[config.mk]
export PLATFORM = sky130hd
export DESIGN_NAME = cpuclk_gen
export DESIGN_NICKNAME = d
export VERILOG_FILES = /design/src/rtl/cpuclk_pkg.sv /design/src/rtl/fixed_div.sv /design/src/rtl/cpu_div.sv /design/src/rtl/pix_mux.sv /design/src/rtl/cpuclk_gen.sv
export SDC_FILE = /design/constraint.sdc
export NUM_CORES = 1
export LEC_CHECK = 0
export BUFFER_PORTS_ARGS = -buffer_cell sky130_fd_sc_hd__buf_2
export CAP_MARGIN = 5
export CORE_UTILIZATION = 45
export DETAILED_ROUTE_END_ITERATION = 10
export PLACE_DENSITY = 0.65
export RECOVER_POWER = 100
export SETUP_SLACK_MARGIN = 0.5
export SLEW_MARGIN = 20
export SYNTH_ARGS = -nofsm -noshare
export SYNTH_HDL_FRONTEND = slang
export SYNTH_SLANG_ARGS = --single-unit
[constraint.sdc]
create_clock -name clk -period 3.15 [get_ports clk]
set_input_delay 0.63 -clock clk [delete_from_list [all_inputs] [get_ports clk]]
set_output_delay 0.63 -clock clk [all_outputs]
set_load 0.02 [all_outputs]
[src/rtl/cpuclk_pkg.sv]
package cpuclk_pkg;

  typedef enum logic {
    SPEED_SLOW = 1'b0,
    SPEED_FAST = 1'b1
  } speed_e;

  typedef enum logic {
    PIXSRC_INT = 1'b0,
    PIXSRC_EXT = 1'b1
  } pixsrc_e;

endpackage

[src/rtl/fixed_div.sv]
module fixed_div #(
  parameter int DIV = 4
) (
  input  logic clk,
  input  logic rst,
  output logic ce_o,
  output logic sq_o
);

  localparam int CW = (DIV > 1) ? $clog2(DIV) : 1;
  localparam logic [CW-1:0] LAST = CW'(DIV - 1);
  localparam logic [CW-1:0] HI   = CW'(DIV / 2);

  logic [CW-1:0] cnt_q;
  logic [CW-1:0] cnt_n;

  always_comb begin
    if (cnt_q == LAST) cnt_n = '0;
    else               cnt_n = cnt_q + 1'b1;
  end

  always_ff @(posedge clk) begin
    if (rst) begin
      cnt_q <= '0;
      ce_o  <= 1'b0;
      sq_o  <= 1'b0;
    end else begin
      cnt_q <= cnt_n;
      ce_o  <= (cnt_n == '0);
      sq_o  <= (cnt_n < HI);
    end
  end

  AST_FDIV_CE_SINGLE: assert property (@(posedge clk) disable iff (rst)
    ce_o |=> !ce_o);
  AST_FDIV_CE_IN_HIGH: assert property (@(posedge clk) disable iff (rst)
    ce_o |-> sq_o);

endmodule

[src/rtl/cpu_div.sv]
module cpu_div
  import cpuclk_pkg::*;
#(
  parameter int FAST_DIV    = 5,
  parameter int SLOW_DIV    = 10,
  parameter int FETCH_EXTRA = 1
) (
  input  logic   clk,
  input  logic   rst,
  input  speed_e speed_i,
  input  logic   fetch_i,
  output logic   ce_o,
  output logic   sq_o
);

  localparam int STRETCH_DIV = FAST_DIV + FETCH_EXTRA;
  localparam int MAX_DIV     = (SLOW_DIV > STRETCH_DIV) ? SLOW_DIV : STRETCH_DIV;
  localparam int CW          = $clog2(MAX_DIV + 1);
  localparam logic [CW-1:0] L_FAST    = CW'(FAST_DIV);
  localparam logic [CW-1:0] L_SLOW    = CW'(SLOW_DIV);
  localparam logic [CW-1:0] L_STRETCH = CW'(STRETCH_DIV);

  logic [CW-1:0] cnt_q, len_q;
  logic [CW-1:0] cnt_n, len_n, len_pick;
  logic          wrap;

  // Length for a period that starts at this edge
  always_comb begin
    if (speed_i == SPEED_SLOW) len_pick = L_SLOW;
    else if (fetch_i)          len_pick = L_STRETCH;
    else                       len_pick = L_FAST;
  end

  always_comb begin
    wrap  = (cnt_q == len_q - 1'b1);
    cnt_n = wrap ? '0 : cnt_q + 1'b1;
    len_n = wrap ? len_pick : len_q;
  end

  always_ff @(posedge clk) begin
    if (rst) begin
      cnt_q <= '0;
      len_q <= L_SLOW;
      ce_o  <= 1'b0;
      sq_o  <= 1'b0;
    end else begin
      cnt_q <= cnt_n;
      len_q <= len_n;
      ce_o  <= (cnt_n == '0);
      sq_o  <= (cnt_n < (len_n >> 1));
    end
  end

  AST_CNT_IN_RANGE: assert property (@(posedge clk) disable iff (rst)
    cnt_q < len_q);
  AST_LEN_HOLD_MIDPERIOD: assert property (@(posedge clk) disable iff (rst)
    !wrap |=> $stable(len_q));
  AST_LEN_LEGAL: assert property (@(posedge clk) disable iff (rst)
    (len_q == L_SLOW) || (len_q == L_FAST) || (len_q == L_STRETCH));
  AST_CPU_CE_ON_HIGH: assert property (@(posedge clk) disable iff (rst)
    ce_o |-> sq_o);
  AST_CPU_CE_SINGLE: assert property (@(posedge clk) disable iff (rst)
    ce_o |=> !ce_o);

endmodule

[src/rtl/pix_mux.sv]
module pix_mux
  import cpuclk_pkg::*;
(
  input  logic    clk,
  input  logic    rst,
  input  logic    int_ce_i,
  input  logic    ext_ce_i,
  input  pixsrc_e req_i,
  output logic    ce_o,
  output pixsrc_e src_o
);

  logic cur_ce;

  always_comb begin
    cur_ce = (src_o == PIXSRC_EXT) ? ext_ce_i : int_ce_i;
  end

  // The selection moves only on a pulse of the active source, which still goes out
  always_ff @(posedge clk) begin
    if (rst) begin
      ce_o  <= 1'b0;
      src_o <= PIXSRC_INT;
    end else begin
      ce_o <= cur_ce;
      if (cur_ce) src_o <= req_i;
    end
  end

  AST_PIX_SWITCH_SAFE: assert property (@(posedge clk) disable iff (rst)
    !cur_ce |=> $stable(src_o));
  AST_PIX_FOLLOW_EXT: assert property (@(posedge clk) disable iff (rst)
    (src_o == PIXSRC_EXT) |=> (ce_o == $past(ext_ce_i)));

endmodule

[src/rtl/cpuclk_gen.sv]
module cpuclk_gen
  import cpuclk_pkg::*;
#(
  parameter int FAST_DIV    = 5,
  parameter int SLOW_DIV    = 10,
  parameter int FETCH_EXTRA = 1,
  parameter int SER_DIV     = 4,
  parameter int PIX_DIV     = 2
) (
  input  logic clk,
  input  logic rst,
  input  logic fast_sel_i,
  input  logic fetch_i,
  input  logic pix_ext_req_i,
  input  logic ext_pix_en_i,
  output logic cpu_clk_o,
  output logic cpu_ce_o,
  output logic ser_clk_o,
  output logic ser_ce_o,
  output logic pix_ce_o,
  output logic pix_src_o
);

  speed_e  speed;
  pixsrc_e pix_req;
  pixsrc_e pix_src;
  logic    pix_int_ce;
  logic    pix_int_sq;

  assign speed     = speed_e'(fast_sel_i);
  assign pix_req   = pixsrc_e'(pix_ext_req_i);
  assign pix_src_o = pix_src;

  cpu_div #(
    .FAST_DIV    (FAST_DIV),
    .SLOW_DIV    (SLOW_DIV),
    .FETCH_EXTRA (FETCH_EXTRA)
  ) u_cpu_div (
    .clk     (clk),
    .rst     (rst),
    .speed_i (speed),
    .fetch_i (fetch_i),
    .ce_o    (cpu_ce_o),
    .sq_o    (cpu_clk_o)
  );

  fixed_div #(.DIV(SER_DIV)) u_ser_div (
    .clk  (clk),
    .rst  (rst),
    .ce_o (ser_ce_o),
    .sq_o (ser_clk_o)
  );

  fixed_div #(.DIV(PIX_DIV)) u_pix_div (
    .clk  (clk),
    .rst  (rst),
    .ce_o (pix_int_ce),
    .sq_o (pix_int_sq)
  );

  pix_mux u_pix_mux (
    .clk      (clk),
    .rst      (rst),
    .int_ce_i (pix_int_ce),
    .ext_ce_i (ext_pix_en_i),
    .req_i    (pix_req),
    .ce_o     (pix_ce_o),
    .src_o    (pix_src)
  );

  AST_PIX_INT_CE_HIGH: assert property (@(posedge clk) disable iff (rst)
    pix_int_ce |-> pix_int_sq);
  AST_RESET_QUIET: assert property (@(posedge clk)
    rst |=> (!cpu_ce_o && !ser_ce_o && !pix_ce_o));

endmodule

==> qor.csv <==
metric,value,unit
initial antenna violation count,0,
nets,109,
register area share after synthesis,44.7,%
Post-Route WL,1370,µm
CTS max path bufs,2,
ys flop type,dfxtp_1,
status,"finished, final reports clean",
CTS sink cnt,18,
via count,598,
diode count,0,
Final setup viols,0,
hold buffer count at CTS,0,
Clock Latency Late Sink,290,ps
RSZ-0062 raised after global routing,no,
"EDFF count, synth",0,
Layout Area Growth over Synthesis,14.1,%
Max Clock Skew,6.10,ps
# IOs,12,
IO buf count,11,
Pwr Total,0.451,mW
clk slew on worst S/H paths,100,ps
post-layout min period,2570,ps
# rows,14,
CP Max Fanout,7,
clock tree from TritonCTS,done,
root buf cell,clkbuf_4,
WHS,423,ps
cell count after synthesis,81,
global route total overflow,0,
"Cell Area, Synth",807,µm²
max-cap violations,0,
CP startpoint,u_cpu_div.len_q[0]$_SDFFE_PP0P_,
Iteration-0 DRC Markers,14,
CP Capture Point,u_cpu_div.sq_o$_SDFF_PP0_,
CTS buffer count,3,
layout cells sized above 1,11.5,%
Pwr Density,490,nW/µm²
global-route wire length before repair,2300,µm
Final period util,81.4,%
HP Class,reg2reg,
Synth Register Bits,18,
largest net degree at the start of global routing,21,
core footprint,1590,µm²
Worst Tran Pin Value,814,ps
final hold vios,0,
CTS H-tree depth,1,
Leak,0.387,nW
gpl congestion,0.829,
Worst slew margin,45.7,%
DIE WIDTH,44.4,µm
r2r setup slk,580,ps
Die Y,44.4,µm
die area,1970,µm²
Post-synth ARST share,0,%
drt pass-1 iters,4,
Mapped Avg Cell Area,9.96,µm²
R2R Path Start,u_cpu_div.len_q[0]$_SDFFE_PP0P_,
Placement Cell Area,885,µm²
via density per instance,4.98,
Syn Nets,93,
distinct cell type count after synthesis,29,
WP data arrival,2800,ps
Antenna Violating Nets Remaining,0,
Tot GR Track Use,16.9,%
Synth warnings,0,
crit path launch type,flip-flop,
Final TNS setup,0,ps
WS Path Type,reg2reg,
DRC,0,
vias in the first global route,534,
Crit. End Element,flip-flop,
hpwl dp,998,µm
initial core utilization,50.6,%
R2R cell count,10,
CP required,3380,ps
fin. max-slew vios,0,
WL/cell,11.4,µm
Max Clk Rate,390,MHz
peak supply drop,0.376,mV
r2r endpoint,u_cpu_div.sq_o$_SDFF_PP0_,
Final Cell Area,921,µm²
## metrics by stage
step	utilization [%]	instances	setup slack, ps
finish	57.8	120	585
global route	57.8	120	290
CTS	57.8	118	610
detailed placement	55.5	114	639
global placement	55.5	114	709
floorplan	-	81	936
## layout make-up
| cell class | instances | area [µm²] |
|---|---|---|
| fill | 146 | 673 |
| multi-input combinational | 57 | 422 |
| sequential | 18 | 360 |
| timing repair buffer | 13 | 57.6 |
| clock buffer | 4 | 36.3 |
| tap | 24 | 30.0 |
| inverter | 4 | 15.0 |
## worst max-delay path, cell delays in order (launching register included)
cell	delay, ps
dfxtp_1	410
inv_1	80
ha_1	300
xor2_1	190
nand3_1	130
nor2_1	380
o21ai_1	110
ha_1	340
a211oi_1	300
nand3_1	110
o21ai_1	140
## sequential cells by signal, summed over array words and instances, names as in the netlist
signal / cells
u_pix_mux.ce_o: 1
u_ser_div.sq_o: 1
u_cpu_div.len_q: 4
u_cpu_div.cnt_q: 4
u_ser_div.ce_o: 1
u_cpu_div.ce_o: 1
u_pix_mux.src_o: 1
u_pix_div.cnt_q: 1
u_cpu_div.sq_o: 1
u_ser_div.cnt_q: 2
u_pix_div.ce_o: 1
## where the power goes
group | leakage, nW | internal, mW | switching [mW]
Combinational | 0.218 | 0.0258 | 0.0346
Sequential | 0.148 | 0.242 | 0.00912
Clock | 0.0210 | 0.0705 | 0.0687
## metal layers
metal  share of wire (%)  global-route usage, %  wire, µm  vias up
met1                  49                   21.0       665      271
met3                 4.7                   7.35        65        2
li1                    -                      -         -      311
met5                   0                      0         0        -
met2                  45                   24.7       618       14
met4                 1.4                   9.09        19        0
## cell usage after synthesis (2+ instances only)
master / count / share of area [%]
xnor2_1: 2 / 2.2
nor2b_1: 3 / 2.3
o31a_1: 2 / 2.2
ha_1: 6 / 9.3
dfxtp_1: 18 / 45
a21oi_1: 3 / 1.9
o21ai_1: 2 / 1.2
nor3_1: 5 / 3.1
nand2_1: 3 / 1.4
o21ai_0: 2 / 1.2
and2_1: 2 / 1.6
inv_1: 4 / 1.9
nand3_1: 6 / 3.7
nand4b_1: 2 / 2.2
nor2_1: 4 / 1.9
xor2_1: 4 / 4.3
## what timing repair did
item	CTS	global route
gates resized for setup	0	2
setup endpoints to repair	0	1
setup buffers	0	2
## how the worst min path moves through the flow
stage | start | endpoint | slack, ps | depth (start not counted)
floorplan | u_pix_div.cnt_q$_SDFF_PP0_ | u_pix_div.cnt_q$_SDFF_PP0_ | 380 | 1
detailed placement | u_pix_div.cnt_q$_SDFF_PP0_ | u_pix_div.cnt_q$_SDFF_PP0_ | 410 | 1
finish | u_pix_div.cnt_q$_SDFF_PP0_ | u_pix_div.cnt_q$_SDFF_PP0_ | 420 | 1
global placement | u_pix_div.cnt_q$_SDFF_PP0_ | u_pix_div.cnt_q$_SDFF_PP0_ | 400 | 1
global route | u_pix_div.cnt_q$_SDFF_PP0_ | u_pix_div.cnt_q$_SDFF_PP0_ | 440 | 1
CTS | u_pix_div.cnt_q$_SDFF_PP0_ | u_pix_div.cnt_q$_SDFF_PP0_ | 430 | 1
## kinds of logic after synthesis
| group | count (synthesis) | share of synthesized area [%] |
|---|---|---|
| compound gates | 11 | 8.37 |
| xor+xnor | 8 | 11.3 |
| fa+ha+maj | 6 | 9.30 |
| buf+inv | 6 | 2.79 |
| flops | 18 | 44.7 |
| mux | 1 | 1.24 |
| simple gates | 31 | 22.3 |
## placed cells by master (no fill, tap or decap), types with 2 or more instances in the layout
master,count
o31a_1,2
ha_1,6
inv_1,4
xor2_1,4
dfxtp_1,18
clkbuf_4,4
buf_2,4
clkbuf_1,8
a21oi_1,3
and2_1,2
nor2b_1,3
xnor2_1,2
nor3_1,5
nand4b_1,2
nor2_1,5
nand3_1,6
nand2_1,3
o21ai_0,2
o21ai_1,2
(Power assumes the default switching activity.)
